$ cat src/rtl/rpc_win_mon.sv
// Mismatch density monitor over fixed windows of valid locked bits.
module rpc_win_mon #(
  parameter int WIN   = 64,
  parameter int LIMIT = 6,
  localparam int WIN_W  = $clog2(WIN),
  localparam int MISS_W = $clog2(LIMIT + 1)
) (
  input  logic clk,
  input  logic rst_n,
  input  logic clr,
  input  logic step,
  input  logic miss,
  output logic trip
);
  logic [WIN_W-1:0]  win_q, win_d;
  logic [MISS_W-1:0] miss_q, miss_d;
  logic              last;

  always_comb begin
    last   = (win_q == WIN_W'(WIN - 1));
    trip   = step && miss && ((32'(miss_q) + 32'd1) >= 32'(LIMIT));
    win_d  = win_q;
    miss_d = miss_q;
    if (clr) begin
      win_d  = '0;
      miss_d = '0;
    end else if (step) begin
      win_d = last ? '0 : win_q + WIN_W'(1);
      if (last)                                miss_d = '0;
      else if (miss && 32'(miss_q) < LIMIT)    miss_d = miss_q + MISS_W'(1);
    end
  end

  always_ff @(posedge clk or negedge rst_n) begin
    if (!rst_n) begin
      win_q  <= '0;
      miss_q <= '0;
    end else begin
      win_q  <= win_d;
      miss_q <= miss_d;
    end
  end
endmodule

$ cat config.mk
export PLATFORM = sky130hd
export DESIGN_NAME = rpc_win_mon
export DESIGN_NICKNAME = d
export VERILOG_FILES = /design/src/rtl/rpc_win_mon.sv
export SDC_FILE = /design/constraint.sdc
export NUM_CORES = 1
export LEC_CHECK = 0
export ABC_AREA = 1
export BUFFER_PORTS_ARGS = -buffer_cell sky130_fd_sc_hd__buf_2
export CAP_MARGIN = 20
export CORE_AREA = 10 10 47 49
export DETAILED_ROUTE_END_ITERATION = 7
export DIE_AREA = 0 0 57 59
export PLACE_DENSITY = 0.57
export SYNTH_ARGS = -nofsm -noshare
export SYNTH_HDL_FRONTEND = slang
export SYNTH_SLANG_ARGS = --single-unit
$ cat constraint.sdc
create_clock -name clk -period 2.07 [get_ports clk]
set_clock_uncertainty 0.05 [all_clocks]
set_input_delay 0 -clock clk [delete_from_list [all_inputs] [get_ports clk]]
set_output_delay 0 -clock clk [all_outputs]
set_load 0.02 [all_outputs]
==> results of run 1 <==
final cells by class:
type | instances | area, sq um
fillers | 149 | 748.2
multi-input cells | 47 | 299.0
flip-flops and latches | 9 | 225.2
repair buffers | 7 | 45.04
inverters | 9 | 37.54
clock buffers | 4 | 26.28
well taps | 16 | 20.02
synth_stat cells (2+ instances only):
cell type,instances
ha_1,3
xor2_1,2
dfrtp_1,9
o21ai_1,3
nor2_2,2
inv_1,5
clkinv_1,2
nand3_1,7
nand2_1,14
nor2_1,5
nand3b_1,2
flip-flops by register name, summed over array words and instances (netlist names):
| signal | count |
|---|---|
| miss_q | 3 |
| win_q | 6 |
power groups by stage:
stage,Combinational (mW),Clock [mW],Sequential (mW)
global route,0.0689,0.157,0.202
global placement,0.0581,0,0.202
finish,0.0600,0.142,0.199
floorplan,0.0399,0,0.200
CTS,0.0611,0.150,0.199
detailed placement,0.0579,0,0.202
worst max-delay path by stage:
stage                           from  cells after the start  slack, ns                    end
6_report       miss_q[0]$_DFFE_PN0P_                      5       0.52                   trip
3_5_place_dp    win_q[0]$_DFFE_PN0P_                      6       0.76  miss_q[1]$_DFFE_PN0P_
4_1_cts        miss_q[0]$_DFFE_PN0P_                      5       0.50                   trip
2_1_floorplan  miss_q[0]$_DFFE_PN0P_                      4       0.84                   trip
5_1_grt        miss_q[0]$_DFFE_PN0P_                      5       0.42                   trip
3_3_place_gp    win_q[0]$_DFFE_PN0P_                      6       0.78   win_q[0]$_DFFE_PN0P_
metal layers:
layer	part of all wire	routed length, microns	vias up	global-route usage
met4	0.020	21	0	0.05034
met5	0	0	-	0
met2	0.47	500	7	0.1271
met3	0.057	61	4	0.03863
met1	0.46	491	210	0.08232
li1	-	-	233	-
worst reg2reg max path, cell delays in order (launching register included):
cell	delay [ns]
dfrtp_1	0.40
ha_1	0.25
nand3_2	0.12
nor2_1	0.05
nor2_1	0.19
nand3_1	0.10
o21ai_1	0.10
stage by stage:
step	setup slack (ns)	instances	instance area, sq um	power (mW)	hold slack [ns]
floorplan	0.8447	65	561.8	0.2396	-0.3456
global placement	0.7821	86	606.8	0.2603	-0.1823
detailed placement	0.7586	86	606.8	0.2599	-0.1823
CTS	0.5010	92	653.1	0.4101	0.01405
global route	0.4225	92	653.1	0.4271	0.03233
finish	0.5185	92	653.1	0.4014	0.01737
cell families after synthesis:
family | after synthesis | synth area share
compound gates | 5 | 0.06903
buf+inv | 9 | 0.06682
fa+ha+maj | 3 | 0.06682
flops | 9 | 0.4009
simple gates | 36 | 0.3497
xor+xnor | 3 | 0.04678
==> qor.yml, run 1 <==
outcome:
  status: "complete, no violations"
sta:
  rsz0062_at_grt: "no"
  worst_pin_slew_ns: 0.2286
  hold_viol: 0
  final.setup.tns_ns: 0
  finalCriticalPeriod_ns: 1.551
  max-slew-margin-rel: 0.8471
  maxSlewViolCount: 0
  fmax_ghz: 0.6445
  setup_viol: 0
  finalCritPeriodShare: 0.7495
cts:
  clk_latency_ns: 0.26
  cts_buffers: 3
  cts_max_level: 1
  cts.repair_timing.setup_buffer_count: 0
  post_cts_resize_count: 0
  tritoncts: "yes"
  hold_buffers: 2
  clkTransAtPathRegs_ns: 0.06
  cts.path.max_buffers: 2
  clock-sinks: 9
  clk_root_buffer_cell: "clkbuf_4"
setup_path:
  reg2reg_to: "win_q[0]$_DFFE_PN0P_"
  rrSetupSlack_ns: 0.73
  crit_required_ns: 2.02
  r2r_start: "win_q[0]$_DFFE_PN0P_"
  path_buf_inv: 1
  ff2ff_path_depth: 6
  crit_fanout: 4
  cp_top_family: "flip-flops"
  slowest_delay_ns: 0.41
  worstPathArrival_ns: 1.50
  crit_chain: "ha_1 > xor2_1 > nand2_1 > a21oi_1 > buf_2"
  startpoint_type: "flip-flop"
  crit_type: "flip-flop to output port"
  end_kind: "output port"
  slowest_stage: "dfrtp_1"
routing:
  drt_iter0_drc: 3
  wl_per_cell_microns: 11.67
  dr.pass1.iters: 5
  final_antenna_net_count: 0
  via_per_inst: 4.935
  vias: 454
  drc: 0
  finalWirelength_microns: 1074
final_layout:
  fin_util: 0.4661
  num-nets-final: 85
  area_delta_synth_final_pct: 16.26
  drive_above_1_share: 0.2368
  antenna_cells: 0
  final_common_cell: "nand2_1"
  final_cell_mix: "nand2_1 (14), dfrtp_1 (9), nand3_1 (7)"
global_route:
  antenna_found_initial: 0
  grt_max_degree: 10
  grt_pass1_wl_microns: 2097
  grt_overflow_total: 0
  grt_usage: 0.07963
  grt_pass1_vias: 490
flow_run:
  maxCapViolations: 0
synth:
  yosysWarnings: 0
  synth_top_area_frac: 0.4009
  syn_nets: 73
  ys_ff_latch: 9
  syn_area_per_cell_sq_um: 8.643
  synthTopCellsByArea: "dfrtp_1 (40%), nand2_1 (9.4%), ha_1 (6.7%)"
  syn_area_sq_um: 561.8
  yosys_most_used_dff: "dfrtp_1"
  yosysTopAreaCell: "dfrtp_1"
  synth-edff-count: 0
  ys_async_sr_fraction: 1.000
  synth.distinct_cells: 22
  synthCells: 65
  ys_seq_area_frac: 0.4009
floorplanning:
  coreArea_sq_um: 1401
  io_pins: 6
  die-area_sq_um: 3363
  die_h_microns: 59
  dieWidth_microns: 57
  initial_core_util: 0.4009
  core.rowCount: 14
power:
  netSwitchingPower_mw: 0.1131
  p_comb_frac: 0.150
  p_sw_frac: 0.2818
  peakVddDrop_v: 0.0003017
  internal_power_mw: 0.2882
  seqPwrFrac: 0.496
  pwr-share-clk: 0.354
  pwr_density_cell_nw_per_um2: 614.5
  p_leak_nw: 0.3192
placement:
  finalWeightedCongestion: 0.8085
  dp_hpwl_microns: 822.8
  io_buffers: 5
worst_hold_path:
  hold_path.class: "input pin to flip-flop"
  worstHoldStart: "clr"
  min_to: "win_q[1]$_DFFE_PN0P_"
  holdPathStages: 4
No activity file was read; power rests on OpenSTA's default activity.
==> run 2: changes to the inputs <==
Settings changed: PLACE_DENSITY 0.57 to 0.6.
Clock period 2.07 ns to 1.4 ns, I/O delays scaled along.
==> qor.yml, run 2 (synthesis gave the netlist of run 1 again) <==
outcome:
  status: "complete, no violations"  # unchanged
cts:
  cts_max_level: 1  # unchanged
  cts_buffers: 3  # unchanged
  cts.path.max_buffers: 2  # unchanged
  tritoncts: "yes"  # unchanged
  clk_latency_ns: 0.25  # was 0.26 ns
  clk_root_buffer_cell: "clkbuf_4"  # unchanged
  clkTransAtPathRegs_ns: 0.06  # about the same
  clock-sinks: 9  # unchanged
power:
  peakVddDrop_v: 0.0005589  # was 0.0003017 V
  p_leak_nw: 0.3233  # was 0.3192 nW
  pwr_density_cell_nw_per_um2: 857.2  # was 614.5 nW/um^2
floorplanning:
  die-area_sq_um: 3363  # unchanged
  dieWidth_microns: 57  # unchanged
  core.rowCount: 14  # unchanged
  initial_core_util: 0.4009  # unchanged
  coreArea_sq_um: 1401  # unchanged
  io_pins: 6  # unchanged
  die_h_microns: 59  # unchanged
routing:
  drc: 0  # unchanged
  finalWirelength_microns: 1038  # was 1074 microns
  wl_per_cell_microns: 11.16  # was 11.67 microns
  dr.pass1.iters: 4  # was 5
  drt_iter0_drc: 7  # was 3
  final_antenna_net_count: 0  # unchanged
  vias: 446  # was 454
  via_per_inst: 4.796  # was 4.935
worst_hold_path:
  hold_path.class: "input pin to flip-flop"  # unchanged
global_route:
  grt_usage: 0.06655  # was 0.07963
  antenna_found_initial: 0  # unchanged
  grt_max_degree: 10  # unchanged
  grt_pass1_wl_microns: 1828  # was 2097 microns
  grt_overflow_total: 0  # unchanged
  grt_pass1_vias: 448  # was 490
sta:
  setup_viol: 0  # unchanged
  final.setup.tns_ns: 0  # unchanged
  finalCriticalPeriod_ns: 1.356
  hold_viol: 0  # unchanged
  maxSlewViolCount: 0  # unchanged
  fmax_ghz: 0.7376
  rsz0062_at_grt: "yes"  # was no
  finalCritPeriodShare: 0.9684
  max-slew-margin-rel: 0.8561  # was 0.8471
  worst_pin_slew_ns: 0.2159  # was 0.2286 ns
final_layout:
  layout.cells.non_filler: 93  # was 92
  num-nets-final: 86  # was 85
  final_cell_mix: "nand2_1 (14), dfrtp_1 (9), nand3_1 (7)"  # unchanged
  multi_input_area_sq_um: 315.3  # was 299.0 sq um
  drive_above_1_share: 0.3117  # was 0.2368
  area_delta_synth_final_pct: 21.16  # was 16.26%
  largest_reg_flops: 6  # unchanged
  nFillCells: 135  # was 149
  top_regs: "win_q (6), miss_q (3)"  # unchanged
  antenna_cells: 0  # unchanged
  final_common_cell: "nand2_1"  # unchanged
  final-seq-area_sq_um: 225.2  # unchanged
  regMostFlops: "win_q"  # unchanged
placement:
  finalWeightedCongestion: 0.8235  # was 0.8085
  io_buffers: 5  # unchanged
  numPlacedInstances: 86  # unchanged
  dp_hpwl_microns: 796.4  # was 822.8 microns
flow_run:
  maxCapViolations: 0  # unchanged
setup_path:
  crit_required_ns: 1.35  # was 2.02 ns
  worstPathArrival_ns: 1.31  # was 1.50 ns
  crit_fanout: 2  # was 4
  end_kind: "output port"  # unchanged
  crit_type: "flip-flop to output port"  # unchanged
  startpoint_type: "flip-flop"  # unchanged
[run 2: cell types whose count changed in the layout (fill, tap and decap cells not counted), sizes merged]
cell	change
buf	+2
dlygate4sd3	-1
[run 2: worst paths after layout]
check                                 startpoint                     to  slack, ns  cells past startpoint
max                        miss_q[0]$_DFFE_PN0P_                   trip       0.04                      5
min                                         step   win_q[4]$_DFFE_PN0P_       0.01                      3
max reg2reg                 win_q[0]$_DFFE_PN0P_   win_q[0]$_DFFE_PN0P_       0.12                      6
min reg2reg                 win_q[1]$_DFFE_PN0P_   win_q[1]$_DFFE_PN0P_       0.49                      2
max in group asynchronous                  rst_n   win_q[4]$_DFFE_PN0P_       1.03                      2
min in group asynchronous                  rst_n  miss_q[0]$_DFFE_PN0P_       0.08                      2
[run 2: critical path: stages, from the launching register on]
cell     delay (ns)
dfrtp_1        0.39
ha_2           0.20
xor2_2         0.13
nand2_1        0.08
a21oi_2        0.13
buf_6          0.13
[run 2: area by class of cell]
type | instances | area share
repair buffers | 8 | 0.08272
inverters | 9 | 0.05515
flip-flops and latches | 9 | 0.3309
well taps | 16 | 0.02941
clock buffers | 4 | 0.03860
multi-input cells | 47 | 0.4632
[run 2: per-stage QoR]
step / worst slack [ns] / util / power (mW) / hold WS, ns / area (sq um)
CTS: -0.03609 / 0.4732 / 0.5932 / 0.002571 / 663.1
global route: -0.02973 / 0.4857 / 0.6273 / 0.02093 / 680.7
floorplan: 0.1747 / - / 0.3543 / -0.3456 / 561.8
finish: 0.04418 / 0.4857 / 0.5835 / 0.01102 / 680.7
detailed placement: 0.08215 / 0.4330 / 0.3848 / -0.1851 / 606.8
global placement: 0.1002 / 0.4330 / 0.3847 / -0.1856 / 606.8
[run 2: timing repair]
| action | CTS | global route |
|---|---|---|
| buffers inserted | 2 | 0 |
| hold buffers | 1 | 0 |
| setup endpoints to repair | 1 | 5 |
| pin swaps | 1 | 3 |
| resized for setup | 2 | 4 |
| endpoints found under the hold margin | 9 | 0 |
[run 2: power breakdown]
part | switching [mW] | internal (mW) | total, mW
combinational | 0.0554 | 0.0446 | 0.100
clock | 0.0814 | 0.109 | 0.191
sequential | 0.0154 | 0.277 | 0.293
total | 0.152 | 0.431 | 0.583
[run 2: routing by layer]
layer / wire, microns / up-vias / GRT usage / share of wire
li1: - / 233 / - / -
met1: 513 / 204 / 0.08343 / 0.49
met2: 466 / 7 / 0.09457 / 0.45
met3: 48 / 2 / 0.02361 / 0.046
met4: 10 / 0 / 0.04027 / 0.0096
met5: 0 / - / 0 / 0
==> run 3: changes to the inputs <==
Settings changed: SETUP_SLACK_MARGIN from default to 0.05.
==> qor.yml, run 3 (synthesis gave the netlist of run 1 again) <==
floorplanning:
  dieWidth_microns: 57  # unchanged
  core.rowCount: 14  # unchanged
  die-area_sq_um: 3363  # unchanged
  coreArea_sq_um: 1401  # unchanged
  initial_core_util: 0.4009  # unchanged
  die_h_microns: 59  # unchanged
  io_pins: 6  # unchanged
flow_run:
  maxCapViolations: 0  # unchanged
setup_path:
  slowest_stage: "dfrtp_1"  # unchanged
  startpoint_type: "flip-flop"  # unchanged
  path_buf_inv: 1  # unchanged
  crit_chain: "ha_2 > xor2_2 > nand2_1 > a21oi_2 > buf_6"  # unchanged
  worstPathArrival_ns: 1.31  # about the same
  end_kind: "output port"  # unchanged
  crit_type: "flip-flop to output port"  # unchanged
  crit_fanout: 2  # unchanged
  cp_top_family: "flip-flops"  # unchanged
  crit_required_ns: 1.35  # about the same
  slowest_delay_ns: 0.39  # about the same
placement:
  finalWeightedCongestion: 0.8235  # unchanged
  dp_hpwl_microns: 796.4  # unchanged
  io_buffers: 5  # unchanged
cts:
  tritoncts: "yes"  # unchanged
  cts.path.max_buffers: 2  # unchanged
  cts_max_level: 1  # unchanged
  clk_latency_ns: 0.25  # about the same
  clk_root_buffer_cell: "clkbuf_4"  # unchanged
  clkTransAtPathRegs_ns: 0.06  # about the same
  cts_buffers: 3  # unchanged
  clock-sinks: 9  # unchanged
power:
  p_leak_nw: 0.3217  # was 0.3233 nW
  pwr_density_cell_nw_per_um2: 856.6  # was 857.2 nW/um^2
  peakVddDrop_v: 0.0005606  # was 0.0005589 V
routing:
  via_per_inst: 4.839  # was 4.796
  drc: 0  # unchanged
  drt_iter0_drc: 7  # unchanged
  wl_per_cell_microns: 11.27  # was 11.16 microns
  final_antenna_net_count: 0  # unchanged
  finalWirelength_microns: 1048  # was 1038 microns
  vias: 450  # was 446
  dr.pass1.iters: 4  # unchanged
sta:
  worst_pin_slew_ns: 0.2159  # unchanged
  finalHoldWorstSlack_ns: 0.01109  # was 0.01102 ns
  fmax_ghz: 0.7376  # about the same
  max-slew-margin-rel: 0.8561  # unchanged
  hold_viol: 0  # unchanged
  finalCritPeriodShare: 0.9684  # about the same
  finalCriticalPeriod_ns: 1.356  # about the same
  rsz0062_at_grt: "yes"  # unchanged
  setup_viol: 0  # unchanged
  maxSlewViolCount: 0  # unchanged
  final.setup.tns_ns: 0  # unchanged
final_layout:
  fin_util: 0.4875  # was 0.4857
  drive_above_1_share: 0.3247  # was 0.3117
  final_common_cell: "nand2_1"  # unchanged
  largest_reg_flops: 6  # unchanged
  regMostFlops: "win_q"  # unchanged
  area_delta_synth_final_pct: 21.60  # was 21.16%
  final_cell_mix: "nand2_1 (14), dfrtp_1 (9), nand3_1 (7)"  # unchanged
  num-nets-final: 86  # unchanged
  antenna_cells: 0  # unchanged
  top_regs: "win_q (6), miss_q (3)"  # unchanged
  nFillCells: 134  # was 135
worst_hold_path:
  hold_path.class: "input pin to flip-flop"  # unchanged
global_route:
  grt_usage: 0.06655  # unchanged
  antenna_found_initial: 0  # unchanged
  grt_pass1_vias: 448  # unchanged
  grt_pass1_wl_microns: 1828  # unchanged
  grt_max_degree: 10  # unchanged
  grt_overflow_total: 0  # unchanged
outcome:
  status: "complete, no violations"  # unchanged
[run 3: through the flow]
stage                     instance area, sq um  power [mW]  cells  setup slack, ns
after floorplan                          561.8      0.3543     65           0.1747
after global placement                   606.8      0.3847     86           0.1002
after detailed placement                 606.8      0.3848     86          0.08215
after CTS                                663.1      0.5932     93         -0.03609
after global routing                     683.2      0.6285     93         -0.02973
final                                    683.2      0.5852     93          0.04421
[run 3: worst paths after layout]
kind	endpoint	depth (start not counted)	slack, ns	start
hold reg to reg	win_q[1]$_DFFE_PN0P_	2	0.49	win_q[1]$_DFFE_PN0P_
setup reg to reg	win_q[0]$_DFFE_PN0P_	6	0.14	win_q[0]$_DFFE_PN0P_
min in group asynchronous	miss_q[0]$_DFFE_PN0P_	2	0.09	rst_n
setup / recovery	trip	5	0.04	miss_q[0]$_DFFE_PN0P_
hold / removal	win_q[4]$_DFFE_PN0P_	3	0.01	step
max in group asynchronous	win_q[4]$_DFFE_PN0P_	2	1.03	rst_n
[run 3: where the power goes]
| group | switching, mW | internal [mW] |
|---|---|---|
| sequential | 0.0162 | 0.277 |
| combinational | 0.0555 | 0.0454 |
| clock | 0.0814 | 0.109 |
| total | 0.153 | 0.432 |
[run 3: layout make-up]
| type | count | area [sq um] | share of cell area |
|---|---|---|---|
| multi-input cells | 47 | 317.8 | 0.4652 |
| flip-flops and latches | 9 | 225.2 | 0.3297 |
| repair buffers | 8 | 56.30 | 0.08242 |
| inverters | 9 | 37.54 | 0.05495 |
| clock buffers | 4 | 26.28 | 0.03846 |
| well taps | 16 | 20.02 | 0.02930 |
[run 3: worst reg2reg max path, delay by kind of cell, from the launching register on]
kind            cells  cell delay (ns)
fa+ha+maj           1             0.21
flops               1             0.39
simple gates        4             0.45
compound gates      1             0.08
[run 3: repair_timing]
item / 4_1_cts / 5_1_grt
hold buffers: 1 / 0
endpoints found under the hold margin: 9 / 0
pin swaps: 1 / 4
setup endpoints to repair: 1 / 5
buffers inserted: 2 / 0
resized for setup: 2 / 5
[run 3: layer usage]
layer | share of wire | vias up | wire, microns | global-route usage
li1 | - | 233 | - | -
met1 | 0.49 | 206 | 514 | 0.08343
met2 | 0.45 | 9 | 470 | 0.09457
met3 | 0.049 | 2 | 51 | 0.02361
met4 | 0.0095 | 0 | 10 | 0.04027
met5 | 0 | - | 0 | 0
